### config.mk
export PLATFORM = sky130hd
export DESIGN_NAME = stmul_seq
export DESIGN_NICKNAME = d
export VERILOG_FILES = /design/src/rtl/stmul_pkg.sv /design/src/rtl/stmul_decode.sv /design/src/rtl/stmul_regidx.sv /design/src/rtl/stmul_seq.sv
export SDC_FILE = /design/constraint.sdc
export NUM_CORES = 1
export LEC_CHECK = 0
export CORE_UTILIZATION = 50
export DETAILED_ROUTE_END_ITERATION = 12
export GPL_ROUTABILITY_DRIVEN = 0
export HOLD_SLACK_MARGIN = 0.03
export PLACE_DENSITY = 0.86
export SYNTH_ARGS = -nofsm -noshare
export SYNTH_HDL_FRONTEND = slang
export SYNTH_SLANG_ARGS = --single-unit
### constraint.sdc
create_clock -name clk -period 6.66 [get_ports clk]
set_input_delay 1.332 -clock clk [delete_from_list [all_inputs] [get_ports clk]]
set_output_delay 1.332 -clock clk [all_outputs]
set_load 0.02 [all_outputs]
### src/rtl/stmul_pkg.sv
package stmul_pkg;
    typedef enum logic [1:0] {
        ST_IDLE = 2'd0,
        ST_RD   = 2'd1,
        ST_CAP  = 2'd2,
        ST_WR   = 2'd3
    } stm_state_e;

    localparam logic [5:0] STM_OPCODE = 6'b101001;
    localparam int         STM_REG_W  = 5;
    localparam int         STM_CNT_W  = 3;
endpackage

### src/rtl/stmul_decode.sv
module stmul_decode #(
    parameter int ADDR_W = 32,
    parameter int REG_W  = 5,
    parameter int CNT_W  = 3
) (
    input  logic [31:0]       instr,
    output logic              match,
    output logic [REG_W-1:0]  rt,
    output logic [ADDR_W-1:0] offs,
    output logic [CNT_W:0]    nwords
);
    import stmul_pkg::*;

    localparam int IMM_W = 9;

    logic [IMM_W-1:0] imm;
    logic [CNT_W-1:0] cfield;
    logic             unused_rs;

    // base register number is supplied by the caller as a value
    assign unused_rs = ^instr[20:16];

    assign match  = (instr[31:26] == STM_OPCODE) && instr[11] && instr[10]
                    && (instr[9:8] == 2'b00);
    assign rt     = instr[25:21];
    assign imm    = {instr[15], instr[7:0]};
    assign offs   = {{(ADDR_W-IMM_W){imm[IMM_W-1]}}, imm};
    assign cfield = instr[14:12];
    assign nwords = (cfield == '0) ? (CNT_W+1)'(1 << CNT_W) : {1'b0, cfield};
endmodule

### src/rtl/stmul_regidx.sv
module stmul_regidx #(
    parameter int REG_W   = 5,
    parameter int CNT_W   = 3,
    parameter int WRAP_TO = 16
) (
    input  logic [REG_W-1:0] rt,
    input  logic [CNT_W-1:0] step,
    output logic [REG_W-1:0] idx
);
    localparam int NREG = 1 << REG_W;

    logic [REG_W:0] sum;
    logic [REG_W:0] wrapped;

    assign sum     = {1'b0, rt} + (REG_W+1)'(step);
    assign wrapped = sum - (REG_W+1)'(NREG - WRAP_TO);

    always_comb begin
        if (rt == '0)
            idx = '0;
        else if (sum < (REG_W+1)'(NREG))
            idx = sum[REG_W-1:0];
        else
            idx = wrapped[REG_W-1:0];
    end
endmodule

### src/rtl/stmul_seq.sv
module stmul_seq #(
    parameter int DATA_W     = 32,
    parameter int ADDR_W     = 32,
    parameter int WRAP_TO    = 16,
    parameter int STEP_BYTES = 4
) (
    input  logic              clk,
    input  logic              rst_n,
    input  logic              start,
    input  logic [31:0]       instr,
    input  logic [ADDR_W-1:0] base,
    input  logic              cfg_block,
    input  logic              abort,
    output logic [4:0]        rf_idx,
    input  logic [DATA_W-1:0] rf_data,
    output logic [ADDR_W-1:0] mem_addr,
    output logic [DATA_W-1:0] mem_wdata,
    output logic              mem_valid,
    input  logic              mem_ready,
    output logic              done,
    output logic              ri_exc
);
    import stmul_pkg::*;

    localparam int REG_W = STM_REG_W;
    localparam int CNT_W = STM_CNT_W;

    typedef struct packed {
        stm_state_e        st;
        logic [REG_W-1:0]  rt;
        logic [CNT_W:0]    nwords;
        logic [CNT_W-1:0]  step;
        logic [ADDR_W-1:0] addr;
        logic [DATA_W-1:0] data;
        logic              done;
        logic              ri;
    } seq_t;

    seq_t r_q, r_d;

    logic              dec_match;
    logic [REG_W-1:0]  dec_rt;
    logic [ADDR_W-1:0] dec_offs;
    logic [CNT_W:0]    dec_nwords;
    logic              last_step;

    stmul_decode #(.ADDR_W(ADDR_W), .REG_W(REG_W), .CNT_W(CNT_W)) u_dec (
        .instr  (instr),
        .match  (dec_match),
        .rt     (dec_rt),
        .offs   (dec_offs),
        .nwords (dec_nwords)
    );

    stmul_regidx #(.REG_W(REG_W), .CNT_W(CNT_W), .WRAP_TO(WRAP_TO)) u_idx (
        .rt   (r_q.rt),
        .step (r_q.step),
        .idx  (rf_idx)
    );

    assign last_step = ({1'b0, r_q.step} == (r_q.nwords - (CNT_W+1)'(1)));

    always_comb begin
        r_d      = r_q;
        r_d.done = 1'b0;
        r_d.ri   = 1'b0;
        unique case (r_q.st)
            ST_IDLE: begin
                if (start && dec_match) begin
                    if (cfg_block) begin
                        r_d.ri = 1'b1;
                    end else begin
                        r_d.st     = ST_RD;
                        r_d.rt     = dec_rt;
                        r_d.nwords = dec_nwords;
                        r_d.step   = '0;
                        r_d.addr   = base + dec_offs;
                    end
                end
            end
            ST_RD:  r_d.st = ST_CAP;
            ST_CAP: begin
                r_d.data = rf_data;
                r_d.st   = ST_WR;
            end
            ST_WR: begin
                if (mem_ready) begin
                    if (last_step) begin
                        r_d.done = 1'b1;
                        r_d.st   = ST_IDLE;
                    end else begin
                        r_d.step = r_q.step + CNT_W'(1);
                        r_d.addr = r_q.addr + ADDR_W'(STEP_BYTES);
                        r_d.st   = ST_RD;
                    end
                end
            end
            default: r_d.st = ST_IDLE;
        endcase
        if (abort && (r_q.st != ST_IDLE)) begin
            r_d.st   = ST_IDLE;
            r_d.done = 1'b0;
        end
    end

    always_ff @(posedge clk or negedge rst_n) begin
        if (!rst_n) begin
            r_q    <= '0;
            r_q.st <= ST_IDLE;
        end else begin
            r_q <= r_d;
        end
    end

    assign mem_valid = (r_q.st == ST_WR);
    assign mem_addr  = r_q.addr;
    assign mem_wdata = r_q.data;
    assign done      = r_q.done;
    assign ri_exc    = r_q.ri;

    p_hold_stall_r8: assert property (@(posedge clk) disable iff (!rst_n)
        mem_valid && !mem_ready && !abort |=>
            mem_valid && $stable(mem_addr) && $stable(mem_wdata));

    p_done_pulse_r9: assert property (@(posedge clk) disable iff (!rst_n)
        done |=> !done);

    p_ri_quiet_r7: assert property (@(posedge clk) disable iff (!rst_n)
        ri_exc |-> !mem_valid && !done);

    p_addr_step_r6: assert property (@(posedge clk) disable iff (!rst_n)
        (r_q.st == ST_RD) && $past(r_q.st == ST_WR) |->
            mem_addr == $past(mem_addr) + ADDR_W'(STEP_BYTES));

    p_zero_src_r5: assert property (@(posedge clk) disable iff (!rst_n)
        (r_q.st != ST_IDLE) && (r_q.rt == '0) |-> rf_idx == '0);

    p_wrap_range_r4: assert property (@(posedge clk) disable iff (!rst_n)
        (r_q.st != ST_IDLE) && (r_q.rt != '0) |->
            (rf_idx >= r_q.rt) || (rf_idx >= 5'(WRAP_TO)));

    p_abort_idle_r11: assert property (@(posedge clk) disable iff (!rst_n)
        abort |=> !mem_valid && !done);
endmodule

==> results of run 1 <==
cell families (layout without fill, tap and decap cells):
| kind of cell | Yosys count | in the layout |
|---|---|---|
| and+or+nand+nor | 206 | 206 |
| muxes | 46 | 46 |
| buffers and inverters | 100 | 201 |
| DFF | 80 | 80 |
| AOI/OAI and AO/OA | 188 | 188 |
| xor gates and xnor gates | 28 | 28 |
| adders and majority gates | 42 | 42 |
worst max path at each step:
| stage | from | to | slack (ns) |
|---|---|---|---|
| after CTS | instr[15] | mem_addr[26] | 2.11 |
| after detailed placement | instr[15] | mem_addr[26] | 1.76 |
| after floorplan | instr[0] | mem_addr[26] | 2.82 |
| after global routing | instr[15] | mem_addr[26] | 1.76 |
| final | instr[15] | mem_addr[26] | 2.09 |
| after global placement | instr[15] | mem_addr[26] | 1.80 |
metrics by stage:
| stage | instance area (um^2) | hold WS, ns | setup slack, ns |
|---|---|---|---|
| floorplan | 6180 | 0.440 | 2.82 |
| global placement | 7500 | 0.455 | 1.80 |
| detailed placement | 7500 | 0.484 | 1.76 |
| CTS | 7790 | 0.496 | 2.11 |
| global route | 7790 | 0.519 | 1.76 |
| finish | 7790 | 0.491 | 2.09 |
power groups by stage:
stage	Sequential, uW	Combinational (uW)	Clock, uW
5_1_grt	887	1400	515
3_3_place_gp	846	1270	0
2_1_floorplan	807	1020	0
3_5_place_dp	863	1310	0
6_report	856	1310	483
4_1_cts	855	1310	489
worst reg2reg max path, stage by stage (launching register included):
cell and delay [ns]:
sky130_fd_sc_hd__dfrtp_1 0.42, sky130_fd_sc_hd__ha_1 0.25, sky130_fd_sc_hd__buf_4 0.24, sky130_fd_sc_hd__inv_1 0.53
sky130_fd_sc_hd__nand3b_4 0.38, sky130_fd_sc_hd__o21a_4 0.37, sky130_fd_sc_hd__or4_1 0.55, sky130_fd_sc_hd__a21oi_1 0.16
sky130_fd_sc_hd__a211oi_1 0.07, sky130_fd_sc_hd__o21ai_1 0.09
cell usage after synthesis (all sizes together), types with 4 or more instances:
library cell / instances
nor3: 15
mux2: 41
inv: 14
nand2: 51
dfrtp: 80
buf: 66
a211oi: 7
or4: 6
or3: 5
and2: 4
a41oi: 4
a21oi: 47
xnor2: 14
xor2: 13
clkbuf: 20
nand3: 28
mux2i: 5
a31oi: 7
ha: 40
a22oi: 11
o211ai: 5
a21o: 15
o21a: 5
nand2b: 7
nor2: 43
nor2b: 9
and3: 11
o21ai: 57
nand4: 7
nor3b: 4
cells in the final DEF (no fill, tap or decap), types with 3 or more instances in the layout:
master	n
sky130_fd_sc_hd__clkdlybuf4s50_1	167
sky130_fd_sc_hd__dfrtp_1	80
sky130_fd_sc_hd__o21ai_0	52
sky130_fd_sc_hd__nand2_1	51
sky130_fd_sc_hd__a21oi_1	47
sky130_fd_sc_hd__nor2_1	43
sky130_fd_sc_hd__mux2_2	41
sky130_fd_sc_hd__ha_1	40
sky130_fd_sc_hd__nand3_1	28
sky130_fd_sc_hd__a21o_1	15
sky130_fd_sc_hd__nor3_1	15
sky130_fd_sc_hd__inv_1	14
sky130_fd_sc_hd__xnor2_1	14
sky130_fd_sc_hd__xor2_1	13
sky130_fd_sc_hd__and3_1	11
sky130_fd_sc_hd__a22oi_1	11
sky130_fd_sc_hd__nor2b_1	9
sky130_fd_sc_hd__clkbuf_16	9
sky130_fd_sc_hd__a211oi_1	7
sky130_fd_sc_hd__a31oi_1	7
sky130_fd_sc_hd__nand4_1	7
sky130_fd_sc_hd__nand2b_1	7
sky130_fd_sc_hd__or4_1	6
sky130_fd_sc_hd__o21ai_1	5
sky130_fd_sc_hd__o211ai_1	5
sky130_fd_sc_hd__or3_1	5
sky130_fd_sc_hd__mux2i_1	5
sky130_fd_sc_hd__buf_4	5
sky130_fd_sc_hd__o21a_1	4
sky130_fd_sc_hd__a41oi_1	4
sky130_fd_sc_hd__and2_1	4
sky130_fd_sc_hd__nor3b_1	4
sky130_fd_sc_hd__or2_2	3
sky130_fd_sc_hd__and4_1	3
sky130_fd_sc_hd__o22ai_1	3
sky130_fd_sc_hd__o31ai_1	3
sky130_fd_sc_hd__o221ai_1	3
routing by layer:
| layer | up-vias | GRT usage |
|---|---|---|
| met4 | 0 | 0.103 |
| met3 | 29 | 0.0348 |
| met2 | 243 | 0.443 |
| met5 | - | 0 |
| li1 | 2662 | - |
| met1 | 2627 | 0.303 |
layout make-up:
type / instances / area (um^2)
Inverter: 14 / 52.6
Clock buffer: 12 / 246
Clock inverter: 3 / 42.5
Sequential cell: 80 / 2000
Tap cell: 147 / 184
Multi-Input combinational cell: 510 / 3550
Fill cell: 979 / 4220
Timing Repair Buffer: 172 / 1710
sequential cells by signal, indices dropped and copies added (netlist names):
register	flops
done	1
mem_addr	32
ri_exc	1
mem_wdata	32
r_q	14
==> metrics.cfg, run 1 <==
[run_status]
status=completed

[worst_setup_path]
worst_setup_path_end_kind=flip-flop
critical_path.startpoint_type=primary input
critPathMaxFanout=24
worstReg2RegStart=r_q[79]
r2r.worst_path.cells=9
critical_path.max_stage_delay_ns=0.89
crit_arrival_ns=4.85
critical_path.most_common_cell=sky130_fd_sc_hd__nand3_1
critical_path_cell_count=9
path_delay_family=simple AND/OR/NAND/NOR gates
timing.reg2reg.setup_slack_ns=3.52
crit_slowest_cell=sky130_fd_sc_hd__clkdlybuf4s50_1
timing.critical_path.cells=clkdlybuf4s50_1, ha_1, nand3_1, or2_2, a211o_1, a31oi_1, a21oi_1, or4_1, nand3_1
rr_endpoint=mem_addr[31]
required_ns=6.94
cp.buffers_inverters=1
crit_type=in2reg

[pwr]
switchingPower_uw=1020
combinational_group_share_of_total_power=0.494
report.power.total_uw=2650
power.static_leakage_uw=0.00326
power_report.internal_total_uw=1630
ir_worst_vdd_uv=146
power_frac_seq=0.324
power.density_cell_area_nw_per_um2=340
clkPwrFrac=0.183
sw_frac_of_total=0.385

[timing]
final_period_minus_worst_setup_slack_ns=4.57
post-route-period-util=0.686
rsz0062_at_grt=false
timing.setup.tns_ns=0
worst_margin_pin_slew_ns=0.989
slew_violations=0
setup-violations-final=0
hold_viol_final=0
worst_clock_skew_ns=0.00975
clock.fmax_mhz=219
slew_headroom=0.341

[yosys]
synth_compound_gate_area_share=0.192
syn-num-nets=834
ys_seq_elements=80
ys_top_cells_by_area=sky130_fd_sc_hd__dfrtp_1, sky130_fd_sc_hd__ha_1, sky130_fd_sc_hd__buf_4
synth_top_family_by_area=compound AO/OA/AOI/OAI gates
syn_area_um2=6180
yosysWarnings=0
post-synth-top-area-cell=sky130_fd_sc_hd__dfrtp_1
post_synth.cell_area_avg_um2=8.96
synthSimpleGateAreaFrac=0.170
synthArstFlopShare=1.00
postSynth.topFlopCell=sky130_fd_sc_hd__dfrtp_1
yosys.area.top_type_share=0.324
yosys.area_share.xor_xnor=0.0419
yosysSeqAreaShare=0.324
synth_adder_area_share=0.0875
synth-edff-count=0
synth_cells=690
synth_cell_types=67
synthMuxAreaShare=0.0828

[routing]
routedLengthMet1_um=6660
routed_wirelength_um=15700
top_layer=met4
antenna_left=0
detailed_route_wirelength_on_metal3_um=951
firstDrtPassIters=5
avgViaCountPerCell=5.93
drt-wirelength-per-cell_um=16.7
detail_route.drc_violations=0
drt-initial-drc-count=507
vias=5561
routed-wl-met2_um=7740

[floorplan]
ioPinCount=174
floorplan.initialDensity=0.514
num_rows=40
die_height_um=113
fp.dieW_um=113
fp.coreArea_um2=12000
die-area_um2=12800

[clocking]
post-cts-setup-buffers=0
cts.hold.buffers_added=0
worst_skew_pair.late_latency_ns=0.34
numClockSinks=80
cts-buffers-inserted=9
cts_tree=yes
clock_path_buffers=2
cts_root_buffer=sky130_fd_sc_hd__clkbuf_16
cts.htree.levels=3
cts.clk_slew.worst_paths_ns=0.06
ctsResizeCount=0

[global_route]
first_global_vias=5392
grt-ovfl-total=0
maximum_number_of_pins_on_one_net_before_global_route_repair=81
grt_antenna_before_repair=0
globalRouteTotalUtil=0.249
grt_first_pass_wirelength_um=25400

[layout]
syn2layout_area_growth_pct=26.1
final_layout_size_suffix_gt1_frac=0.0872
nets=931
n_antenna_cell=0
post_layout_utilization_of_the_core=0.649
post_layout_nonfiller_instances=938

[place]
total_placed_cells_including_tap_cells=923
detailed_placement_wirelength_estimate_um=11900
port_bufs=168

[hold_path]
worst_hold_path.num_cells=2
holdCritStartpoint=mem_addr[1]
min_to=mem_addr[1]
worst_hold_path_type=reg2reg

[job]
timing.max_cap.violations=0

Power figures use the tool's default switching activity.
==> run 2, diff against run 1 <==
CORE_UTILIZATION = 44   (was 50)
PLACE_DENSITY = 0.8   (was 0.86)
clock period = 3.85 ns   (was 6.66 ns; I/O delays follow)
==> run 2 against run 1 <==
Net effect: non-clock buffer count is 20 higher; hold slack hardly changed; sequential power is 74% higher; first-iteration DRC count is 33% lower; final cell count is 5.3% higher; worst setup slack worse by 1.8 ns; total power is 78% higher; critical path depth is 3 higher; sequential cell count stayed put; via count is 0.31% lower; sequential share of layout area is 0.76 points lower; clock power is 92% higher; highest routed layer unchanged.
==> metrics.cfg, run 2 (synthesized netlist as in run 1, its figures left out) <==
[run_status]
status=completed

[global_route]
grt_most_used_layer=met2
grt_antenna_before_repair=0
globalRouteMet3Util=0.0415
grt-ovfl-total=0
globalRouteTotalUtil=0.225
grt.met1_usage=0.279
global_route.usage.met2=0.390
first_global_vias=5384
grt_first_pass_wirelength_um=25900
maximum_number_of_pins_on_one_net_before_global_route_repair=63

[floorplan]
floorplan.initialDensity=0.459
fp.dieW_um=121
ioPinCount=174
die-area_um2=14500
fp.coreArea_um2=13500
num_rows=42
die_height_um=121

[worst_setup_path]
crit_slowest_cell=sky130_fd_sc_hd__or4_1
critPathMaxFanout=3
crit_arrival_ns=3.79
cp.buffers_inverters=2
critical_path.startpoint_type=primary input
critical_path.most_common_cell=sky130_fd_sc_hd__a21oi_1
critical_path.max_stage_delay_ns=0.48
worst_setup_path_end_kind=flip-flop
timing.critical_path.cells=clkdlybuf4s50_1, ha_1, inv_1, fa_1, nand2b_1, a21oi_1, o311ai_0, a211o_1, a31oi_1, a21oi_1, or4_1, nand3_1
crit_type=in2reg
timing.reg2reg.setup_slack_ns=1.18
required_ns=4.12
path_delay_family=compound AO/OA/AOI/OAI gates

[timing]
final_period_minus_worst_setup_slack_ns=3.52
timing.setup.tns_ns=0
fin_worst_hold_slack_ns=0.491
slew_violations=0
hold_viol_final=0
post-route-period-util=0.915
setup-violations-final=0
slew_headroom=0.472
rsz0062_at_grt=false
worst_margin_pin_slew_ns=0.792
clock.fmax_mhz=284
worst_clock_skew_ns=0.00688
finalWorstSetupSlack_ns=0.328

[clocking]
ctsResizeCount=0
worst_skew_pair.late_latency_ns=0.33
numClockSinks=80
cts_tree=yes
cts.hold.buffers_added=0
post-cts-setup-buffers=0
cts-buffers-inserted=9
cts.htree.levels=3
cts.clk_slew.worst_paths_ns=0.06
cts_root_buffer=sky130_fd_sc_hd__clkbuf_16
clock_path_buffers=2

[pwr]
power.static_leakage_uw=0.00338
power.density_cell_area_nw_per_um2=587
ir_worst_vdd_uv=249

[routing]
vias=5544
antenna_left=0
routed_wirelength_um=15600
avgViaCountPerCell=5.61
firstDrtPassIters=5
detail_route.drc_violations=0
drt-initial-drc-count=342
drt-wirelength-per-cell_um=15.8

[place]
pre_cts_slack_ns=0.0310
port_bufs=168
detailed_placement_wirelength_estimate_um=12200

[layout]
nets=951
most_common_cell_after_layout_fill_and_taps_aside=sky130_fd_sc_hd__clkdlybuf4s50_1
layout_common_cells=sky130_fd_sc_hd__clkdlybuf4s50_1, sky130_fd_sc_hd__dfrtp_1, sky130_fd_sc_hd__o21ai_0
n_antenna_cell=0
syn2layout_area_growth_pct=29.9
final_layout_size_suffix_gt1_frac=0.113
post_layout_utilization_of_the_core=0.597

[job]
timing.max_cap.violations=0

[hold_path]
worst_hold_path_type=reg2reg

## run 2: area by class of cell
| cell class | count | area [um^2] |
|---|---|---|
| Clock buffer | 10 | 239 |
| Sequential cell | 80 | 2000 |
| Clock inverter | 6 | 90.1 |
| Inverter | 14 | 52.6 |
| Tap cell | 176 | 220 |
| Fill cell | 1156 | 5420 |
| Multi-Input combinational cell | 510 | 3550 |
| Timing Repair Buffer | 192 | 1870 |
## run 2: path summary, 6_finish.rpt
| path | start | end | cells after the start |
|---|---|---|---|
| min in group asynchronous | rst_n | mem_wdata[29] | 1 |
| hold reg to reg | mem_addr[0] | mem_addr[0] | 2 |
| setup reg to reg | r_q[69] | mem_addr[12] | 11 |
| setup / recovery | instr[0] | mem_addr[26] | 12 |
| hold / removal | mem_addr[0] | mem_addr[0] | 2 |
| max in group asynchronous | rst_n | mem_addr[17] | 2 |
## run 2: per-layer routing
layer | part of all wire | vias to the layer above
li1 | - | 2714
met1 | 0.44 | 2614
met2 | 0.48 | 198
met3 | 0.065 | 18
met4 | 0.018 | 0
met5 | 0 | -
## run 2: per-stage QoR
stage / cells / area [um^2] / total power, uW
detailed placement: 972 / 7700 / 3810
global placement: 972 / 7700 / 3740
CTS: 988 / 8030 / 4760
global route: 988 / 8030 / 5030
finish: 988 / 8030 / 4720
floorplan: 690 / 6180 / 3160
## run 2: tightest hold or removal path: cells and delay by family (launching register included)
family / cells / cell delay [ns]
AND/OR/NAND/NOR: 2 / 0.11
flip-flops: 1 / 0.35
## run 2: report_power, final
| group | leakage (uW) | switching [uW] | internal [uW] |
|---|---|---|---|
| logic | 0.00222 | 1130 | 1170 |
| registers | 0.000999 | 322 | 1170 |
| clock network | 0.000159 | 338 | 587 |
